<file path="config.mk">
export PLATFORM = sky130hd
export DESIGN_NAME = mem_reset_guard
export DESIGN_NICKNAME = d
export VERILOG_FILES = /design/src/rtl/mem_guard_pkg.sv /design/src/rtl/sup_edge_det.sv /design/src/rtl/bus_txn_tracker.sv /design/src/rtl/wr_cycle_timer.sv /design/src/rtl/mem_reset_guard.sv
export SDC_FILE = /design/constraint.sdc
export NUM_CORES = 1
export LEC_CHECK = 0
export ABC_AREA = 1
export BUFFER_PORTS_ARGS = -buffer_cell sky130_fd_sc_hd__buf_2
export CAP_MARGIN = 20
export CORE_MARGIN = 10
export CORE_UTILIZATION = 55
export CTS_BUF_LIST = sky130_fd_sc_hd__clkbuf_16
export CTS_CLUSTER_SIZE = 20
export DETAILED_ROUTE_END_ITERATION = 10
export PLACE_DENSITY = 0.86
export SLEW_MARGIN = 10
export SYNTH_ARGS = -nofsm -noshare
export SYNTH_HDL_FRONTEND = slang
export SYNTH_HIERARCHICAL = 1
export SYNTH_SLANG_ARGS = --single-unit
export TNS_END_PERCENT = 10
</file>
<file path="constraint.sdc">
create_clock -name clk -period 2.1 [get_ports clk]
set_input_delay 0.315 -clock clk [delete_from_list [all_inputs] [get_ports clk]]
set_output_delay 0.315 -clock clk [all_outputs]
set_load 0.1 [all_outputs]
</file>
<file path="src/rtl/mem_guard_pkg.sv">
package mem_guard_pkg;
  typedef struct packed {
    logic start;
    logic stop;
  } bus_evt_t;

  function automatic int unsigned cnt_width(input int unsigned n);
    return (n < 2) ? 1 : $clog2(n + 1);
  endfunction
endpackage

</file>
<file path="src/rtl/sup_edge_det.sv">
module sup_edge_det (
  input  logic clk,
  input  logic rst_n,
  input  logic level_i,
  output logic rise_o
);
  logic level_q;

  always_ff @(posedge clk) begin
    if (!rst_n) level_q <= 1'b0;
    else        level_q <= level_i;
  end

  assign rise_o = level_i & ~level_q;
endmodule

</file>
<file path="src/rtl/bus_txn_tracker.sv">
module bus_txn_tracker
  import mem_guard_pkg::*;
(
  input  logic     clk,
  input  logic     rst_n,
  input  logic     block_i,
  input  bus_evt_t evt_i,
  output logic     grant_o,
  output logic     open_o
);
  logic open_q;

  assign grant_o = evt_i.start & ~block_i;

  always_ff @(posedge clk) begin
    if (!rst_n)           open_q <= 1'b0;
    else if (block_i)     open_q <= 1'b0;
    else if (grant_o)     open_q <= 1'b1;
    else if (evt_i.stop)  open_q <= 1'b0;
  end

  assign open_o = open_q;
endmodule

</file>
<file path="src/rtl/wr_cycle_timer.sv">
module wr_cycle_timer
  import mem_guard_pkg::*;
#(
  parameter int unsigned WR_CYCLES = 50000
) (
  input  logic clk,
  input  logic rst_n,
  input  logic launch_i,
  output logic busy_o
);
  localparam int unsigned CW = cnt_width(WR_CYCLES);
  localparam logic [CW-1:0] LOAD = CW'(WR_CYCLES);

  logic [CW-1:0] cnt_q;

  always_ff @(posedge clk) begin
    if (!rst_n)                cnt_q <= '0;
    else if (launch_i)         cnt_q <= LOAD;
    else if (cnt_q != '0)      cnt_q <= cnt_q - 1'b1;
  end

  assign busy_o = (cnt_q != '0);
endmodule

</file>
<file path="src/rtl/mem_reset_guard.sv">
module mem_reset_guard
  import mem_guard_pkg::*;
#(
  parameter int unsigned WR_CYCLES = 50000
) (
  input  logic clk,
  input  logic rst_n,
  input  logic sup_rst_i,
  input  logic bus_start_i,
  input  logic bus_stop_i,
  output logic fe_abort_o,
  output logic fe_hold_o,
  output logic txn_grant_o,
  output logic txn_active_o,
  output logic mem_en_o,
  input  logic wr_req_valid_i,
  output logic wr_req_ready_o,
  output logic wr_go_o,
  output logic wr_busy_o
);
  bus_evt_t evt;
  logic     busy;

  assign evt.start = bus_start_i;
  assign evt.stop  = bus_stop_i;

  sup_edge_det u_edge (
    .clk     (clk),
    .rst_n   (rst_n),
    .level_i (sup_rst_i),
    .rise_o  (fe_abort_o)
  );

  bus_txn_tracker u_trk (
    .clk     (clk),
    .rst_n   (rst_n),
    .block_i (sup_rst_i),
    .evt_i   (evt),
    .grant_o (txn_grant_o),
    .open_o  (txn_active_o)
  );

  // Reset wins over a same-cycle request: ready is combinational on sup_rst_i.
  assign wr_req_ready_o = ~sup_rst_i & ~busy;
  assign wr_go_o        = wr_req_valid_i & wr_req_ready_o;

  // The timer sees only the launch strobe, so supervisor reset cannot cut it short.
  wr_cycle_timer #(.WR_CYCLES(WR_CYCLES)) u_tmr (
    .clk      (clk),
    .rst_n    (rst_n),
    .launch_i (wr_go_o),
    .busy_o   (busy)
  );

  assign wr_busy_o = busy;
  assign fe_hold_o = sup_rst_i;
  assign mem_en_o  = txn_active_o & ~sup_rst_i;
endmodule

</file>
==> results of run 1 <==
==> state kept, by name (all words and copies together), names as in the netlist <==
signal          flops
u_edge/level_q      1
u_tmr/cnt_q        16
u_trk/open_o        1
==> metrics by stage <==
step | utilization, % | cell area, µm² | hold WS, ns | instances
floorplan | - | 1070 | 0.408 | 165
global placement | 68.1 | 1200 | 0.436 | 202
detailed placement | 68.1 | 1200 | 0.454 | 202
CTS | 72.6 | 1280 | 0.275 | 206
global route | 73.1 | 1290 | 0.308 | 207
finish | 73.1 | 1290 | 0.282 | 207
==> placed cells by master, fill, tap and decap left out, types with 2 or more instances in the layout <==
| master | count |
|---|---|
| o21ai_1 | 2 |
| clkbuf_16 | 3 |
| dfxtp_1 | 18 |
| buf_2 | 10 |
| inv_2 | 8 |
| nor2_2 | 7 |
| buf_4 | 2 |
| nor2_1 | 24 |
| inv_1 | 23 |
| buf_12 | 3 |
| a21oi_1 | 12 |
| nand2_2 | 5 |
| nand2_1 | 37 |
| nand3_2 | 3 |
| nand3_1 | 10 |
| nor2_4 | 3 |
==> per-layer routing <==
metal,track usage (%),routed length (µm)
met5,0,0
met3,4.77,240
met1,14.2,1040
met2,21.9,1220
met4,6.83,86
==> worst min path at each step <==
| stage | start | end | slack, ns | cells past startpoint |
|---|---|---|---|---|
| after CTS | rst_n | u_edge/level_q | 0.28 | 3 |
| after floorplan | sup_rst_i | u_edge/level_q | 0.41 | 2 |
| after detailed placement | u_tmr/cnt_q[0] | u_tmr/cnt_q[0] | 0.45 | 1 |
| after global routing | rst_n | u_edge/level_q | 0.31 | 3 |
| final | rst_n | u_edge/level_q | 0.28 | 3 |
| after global placement | u_tmr/cnt_q[0] | u_tmr/cnt_q[0] | 0.44 | 1 |
==> layout make-up <==
cell class	instances	share of cell area [%]
timing repair buffer	15	9.70
tap	25	2.42
sequential	18	27.9
multi-input combinational	114	44.8
clock inverter	1	0.291
inverter	31	9.02
clock buffer	3	5.82
==> worst max-delay path, cell delays in order (launching register included) <==
cell	delay [ns]
dfxtp_1	0.32
inv_2	0.08
ha_2	0.20
nand3_2	0.13
nor2_2	0.14
nand2_2	0.06
inv_1	0.07
nand2_2	0.08
nor2_4	0.14
buf_12	0.18
==> logic make-up (layout without fill, tap and decap cells) <==
logic type | after synthesis | after routing
adder cells (fa/ha/maj) | 1 | 1
AO/OA/AOI/OAI | 17 | 17
flip-flops | 18 | 18
XOR/XNOR | 2 | 2
buffers and inverters | 33 | 50
AND/OR/NAND/NOR | 94 | 94
==> repair_timing <==
item | in CTS | in global routing
buffers inserted | 0 | 1
pin swaps | 1 | 1
endpoints found under the setup margin | 1 | 1
gates resized for setup | 0 | 2
==> qor.csv, run 1 <==
metric,value,unit
DRT antenna net count,0,
ys async rst share,0,%
Worst setup EP type,output port,
IO Pins,14,
share of post-route cells with drive strength above 1,26.4,%
R2R Path End,u_tmr/cnt_q[12],
Critical Path RT,1.78,ns
multi-input logic area,578,µm²
Post-Syn Area,1050,µm²
row cnt,15,
Place WS,0.275,ns
post-synthesis compound-gate area fraction,8.57,%
total global-route track usage,13.1,%
post-layout min period,1.98,ns
sequential cell area,360,µm²
mux cell area share after synthesis,0,%
largest family of logic cells by synthesized area,simple AND/OR/NAND/NOR gates,
Syn Area/Cell,6.37,µm²
final WL,2580,µm
max_cap viols,0,
YS warnings,6,
chip width,63.7,µm
Mapped Nets,172,
RePlAce Congestion,0.909,
first-pass GRT wire length,4440,µm
DRC errors left,0,
final setup fails,0,
Synth Area in Simple Gates,41.4,%
Slew HR,67.1,%
Post-Synthesis Cells,165,
largest net degree at the start of global routing,13,
GRT Residual Overflow,0,
Most used DFF post-synth,dfxtp_1,
clock skew,0.000956,ns
#FFs+latches synth,18,
vias in the first global route,1043,
Clock Sinks,18,
final hold violation count,0,
Die H,63.7,µm
Post-DP HPWL,1890,µm
Skew-Pair Late Insertion Delay,0.25,ns
Critical path origin,u_tmr/cnt_q[0],
HP Class,input port to flip-flop,
clk slew on worst S/H paths,0.05,ns
I/O Buffers,13,
final setup margin,0.123,ns
# hold bufs at CTS,0,
R2R setup slack,0.37,ns
area share of the largest cell type after synthesis,34.3,%
Via density,5.31,
Final Cycle Share,94.1,%
core area,1760,µm²
H-tree levels,1,
DRT iter0 DRCs,25,
CTS tree,done,
Arrival @ worst endpoint,1.66,ns
Layout area overhead,22.7,%
Synth Area in XOR/XNOR,1.67,%
# nets final,190,
Max Buffers Root-to-Sink,2,
Vias,1099,
FF-to-FF Start,u_tmr/cnt_q[0],
dominant cell type by area after synthesis,dfxtp_1,
Synth Area in Adders,1.19,%
fillcell total,138,
initial antenna violation count,0,
top fanout value on the critical path,4,
Fin Setup TNS,0,ns
antenna cells,0,
die footprint,4060,µm²
DRT Pass-1 Iters,4,
f_max,0.506,GHz
Synth top cells by count,"nand2_1 (37), inv_1 (26), nor2_1 (26)",
CP Capture Point,wr_go_o,
Root Buffer,clkbuf_16,
RSZ-0062 raised after global routing,false,
post-synthesis sequential area ratio,34.3,%
max-slew violations,0,
CP Launch Type,flip-flop,
critical path type,flip-flop to output port,
Inserted Clock Buffers,3,
synth unique cells,24,
outcome,"finished, final reports clean",
Avg WL per Cell,12.5,µm
slew of the pin with the lowest slew margin,0.498,ns
top-count cell post-synth,nand2_1,
number of synthesized flops with an enable pin,0,
FF-to-FF path depth,12,
Initial Util,59.6,%
Synth area leaders,"dfxtp_1 (34%), nand2_1 (13%), inv_1 (9.3%), nor2_1 (9.3%), a21oi_1 (5.7%)",
Power of run 1 is not shown: default switching activity piles up to over one toggle a cycle in this logic, so the estimate is an artifact.
==> run 2, diff against run 1 <==
--- a/config.mk
+++ b/config.mk
@@ -8,15 +8,16 @@
 export ABC_AREA = 1
 export BUFFER_PORTS_ARGS = -buffer_cell sky130_fd_sc_hd__buf_2
 export CAP_MARGIN = 20
+export CELL_PAD_IN_SITES_DETAIL_PLACEMENT = 0
+export CELL_PAD_IN_SITES_GLOBAL_PLACEMENT = 1
 export CORE_MARGIN = 10
-export CORE_UTILIZATION = 55
+export CORE_UTILIZATION = 39
 export CTS_BUF_LIST = sky130_fd_sc_hd__clkbuf_16
 export CTS_CLUSTER_SIZE = 20
 export DETAILED_ROUTE_END_ITERATION = 10
-export PLACE_DENSITY = 0.86
+export PLACE_DENSITY = 0.85
 export SLEW_MARGIN = 10
 export SYNTH_ARGS = -nofsm -noshare
 export SYNTH_HDL_FRONTEND = slang
-export SYNTH_HIERARCHICAL = 1
 export SYNTH_SLANG_ARGS = --single-unit
 export TNS_END_PERCENT = 10
==> run 2 against run 1 <==
Compared with the run above: routed wire length fell by 5.5%; setup slack improved by 0.0017 ns; cell area rose by 2.3%; die area rose by 28%; register-to-register slack improved by 0.28 ns; clock skew rose by 0.0037 ns; critical path type unchanged; critical endpoint is now wr_req_ready_o.
==> qor.csv, run 2 <==
metric,value,unit
HP Class,input port to flip-flop,
"most used cell, CP",nor2_4,
# nets final,177,
GRT Residual Overflow,0,
H-tree levels,1,
IO Pins,14,
post-synthesis sequential area ratio,34.1,%
Avg WL per Cell,12.3,µm
f_max,0.506,GHz
share of post-route cells with drive strength above 1,26.6,%
top fanout value on the critical path,3,
max_cap viols,0,
Resize count post-CTS,0,
Area after DPL,1240,µm²
Max Buffers Root-to-Sink,2,
largest register by flop count,u_tmr.cnt_q,
DRC errors left,0,
RSZ-0062 raised after global routing,false,
Most used DFF post-synth,dfxtp_1,
Largest register FFs,16,
Fin Setup TNS,0,ns
Cells after DPL,195,
total global-route track usage,10.1,%
Skew-Pair Late Insertion Delay,0.25,ns
Post-DP HPWL,1930,µm
initial antenna violation count,0,
Layout area overhead,25.0,%
Initial Util,41.9,%
Final Cell Area,1320,µm²
"CP delay by family, top",simple AND/OR/NAND/NOR gates,
most frequent cells in the layout,"nand2_1 (39), nor2_1 (26), dfxtp_1 (16)",
DRT Pass-1 Iters,4,
final hold violation count,0,
post-layout min period,1.98,ns
I/O Buffers,13,
Post-Synthesis Cells,154,
clk slew on worst S/H paths,0.05,ns
Critical Path RT,1.78,ns
area share of the largest cell type after synthesis,34.1,%
RePlAce Congestion,0.774,
Syn Area/Cell,6.86,µm²
Via density,4.89,
chip width,72.0,µm
outcome,"finished, final reports clean",
dominant cell type by area after synthesis,dfxtp_1,
final WL,2440,µm
Vias,974,
Synth top cells by count,"nand2_1 (41), nor2_1 (31), dfxtp_1 (18)",
vias in the first global route,993,
# hold bufs at CTS,0,
CP max stage cell,dfxtp_1,
final setup fails,0,
Clock Sinks,18,
final cell count without fillers,199,
Slew HR,67.5,%
ys async rst share,0,%
Post-Syn Area,1060,µm²
core area,2520,µm²
crit-path cells,"nor2_2, nand3_2, nor2_4, nand2_8, nor2_4, clkbuf_4",
"Setup Fix Bufs, Post-CTS",0,
synth unique cells,22,
clock skew,0.00466,ns
DRT antenna net count,0,
row cnt,18,
CTS tree,done,
Die H,72.0,µm
max-slew violations,0,
YS warnings,0,
largest net degree at the start of global routing,15,
Inserted Clock Buffers,3,
first-pass GRT wire length,4310,µm
#FFs+latches synth,18,
antenna cells,0,
critical path type,flip-flop to output port,
CP Buf/Inv Count,1,
final core occ,52.3,%
Mapped Nets,161,
top-count cell post-synth,nand2_1,
Max stage delay on crit path,0.35,ns
Arrival @ worst endpoint,1.66,ns
number of synthesized flops with an enable pin,0,
CP Launch Type,flip-flop,
die footprint,5190,µm²
DRT iter0 DRCs,22,
Final Cycle Share,94.1,%
Synth area leaders,"dfxtp_1 (34%), nand2_1 (15%), nor2_1 (11%), nand3_1 (5.7%), inv_1 (5.3%)",
Worst setup EP type,output port,
Root Buffer,clkbuf_16,
"commonest non-fill, non-tap cell in the layout",nand2_1,
slew of the pin with the lowest slew margin,0.491,ns
==> run 2: changes by cell type after synthesis, sizes merged <==
cell,change
nand2,+2
nor3,+1
inv,-16
xnor2,-1
xor2,+3
a21oi,-4
nand3b,+3
o21bai,+1
o21ai,-3
nor2,+4
a31oi,-1
==> run 2: metal layers <==
metal,vias to the layer above,GRT usage [%],wire length (µm)
met2,22,17.4,1180
met3,4,3.40,136
li1,514,-,-
met5,-,0,0
met1,434,11.1,1100
met4,0,3.87,22
==> run 2: final cells by class <==
type                    count  area [µm²]
inverters                  15        60.1
repair buffers             13        82.6
well taps                  30        37.5
multi-input cells         119         698
clock buffers               3        75.1
fillers                   248        1200
clock inverters             1        3.75
flip-flops and latches     18         363
==> run 2: logic make-up after synthesis <==
kind of cell,after synthesis,share of synthesized area [%]
AOI/OAI and AO/OA,10,5.33
xor gates and xnor gates,4,3.32
adders and majority gates,1,1.18
buffers and inverters,17,7.11
DFF,18,34.1
and+or+nand+nor,104,48.9
==> run 2: path summary, 6_finish.rpt <==
check	startpoint	to	slack, ns	depth (start not counted)
max	u_tmr.cnt_q[12]	wr_req_ready_o	0.12	6
min	rst_n	u_edge.level_q	0.32	3
max reg2reg	u_tmr.cnt_q[12]	u_tmr.cnt_q[10]	0.65	6
min reg2reg	u_tmr.cnt_q[0]	u_tmr.cnt_q[0]	0.50	2
==> run 2: worst min-delay path: cells and delay by family <==
family	cells	cell delay, ns
buffers and inverters	2	0.17
AND/OR/NAND/NOR	1	0.06
==> run 2: stage by stage <==
step	worst slack (ns)	hold slack, ns
after floorplan	-0.179	0.394
after global placement	0.351	0.483
after detailed placement	0.309	0.493
after CTS	0.0330	0.323
after global routing	0.0411	0.343
final	0.125	0.323
Power of run 2 is left out for the same reason.
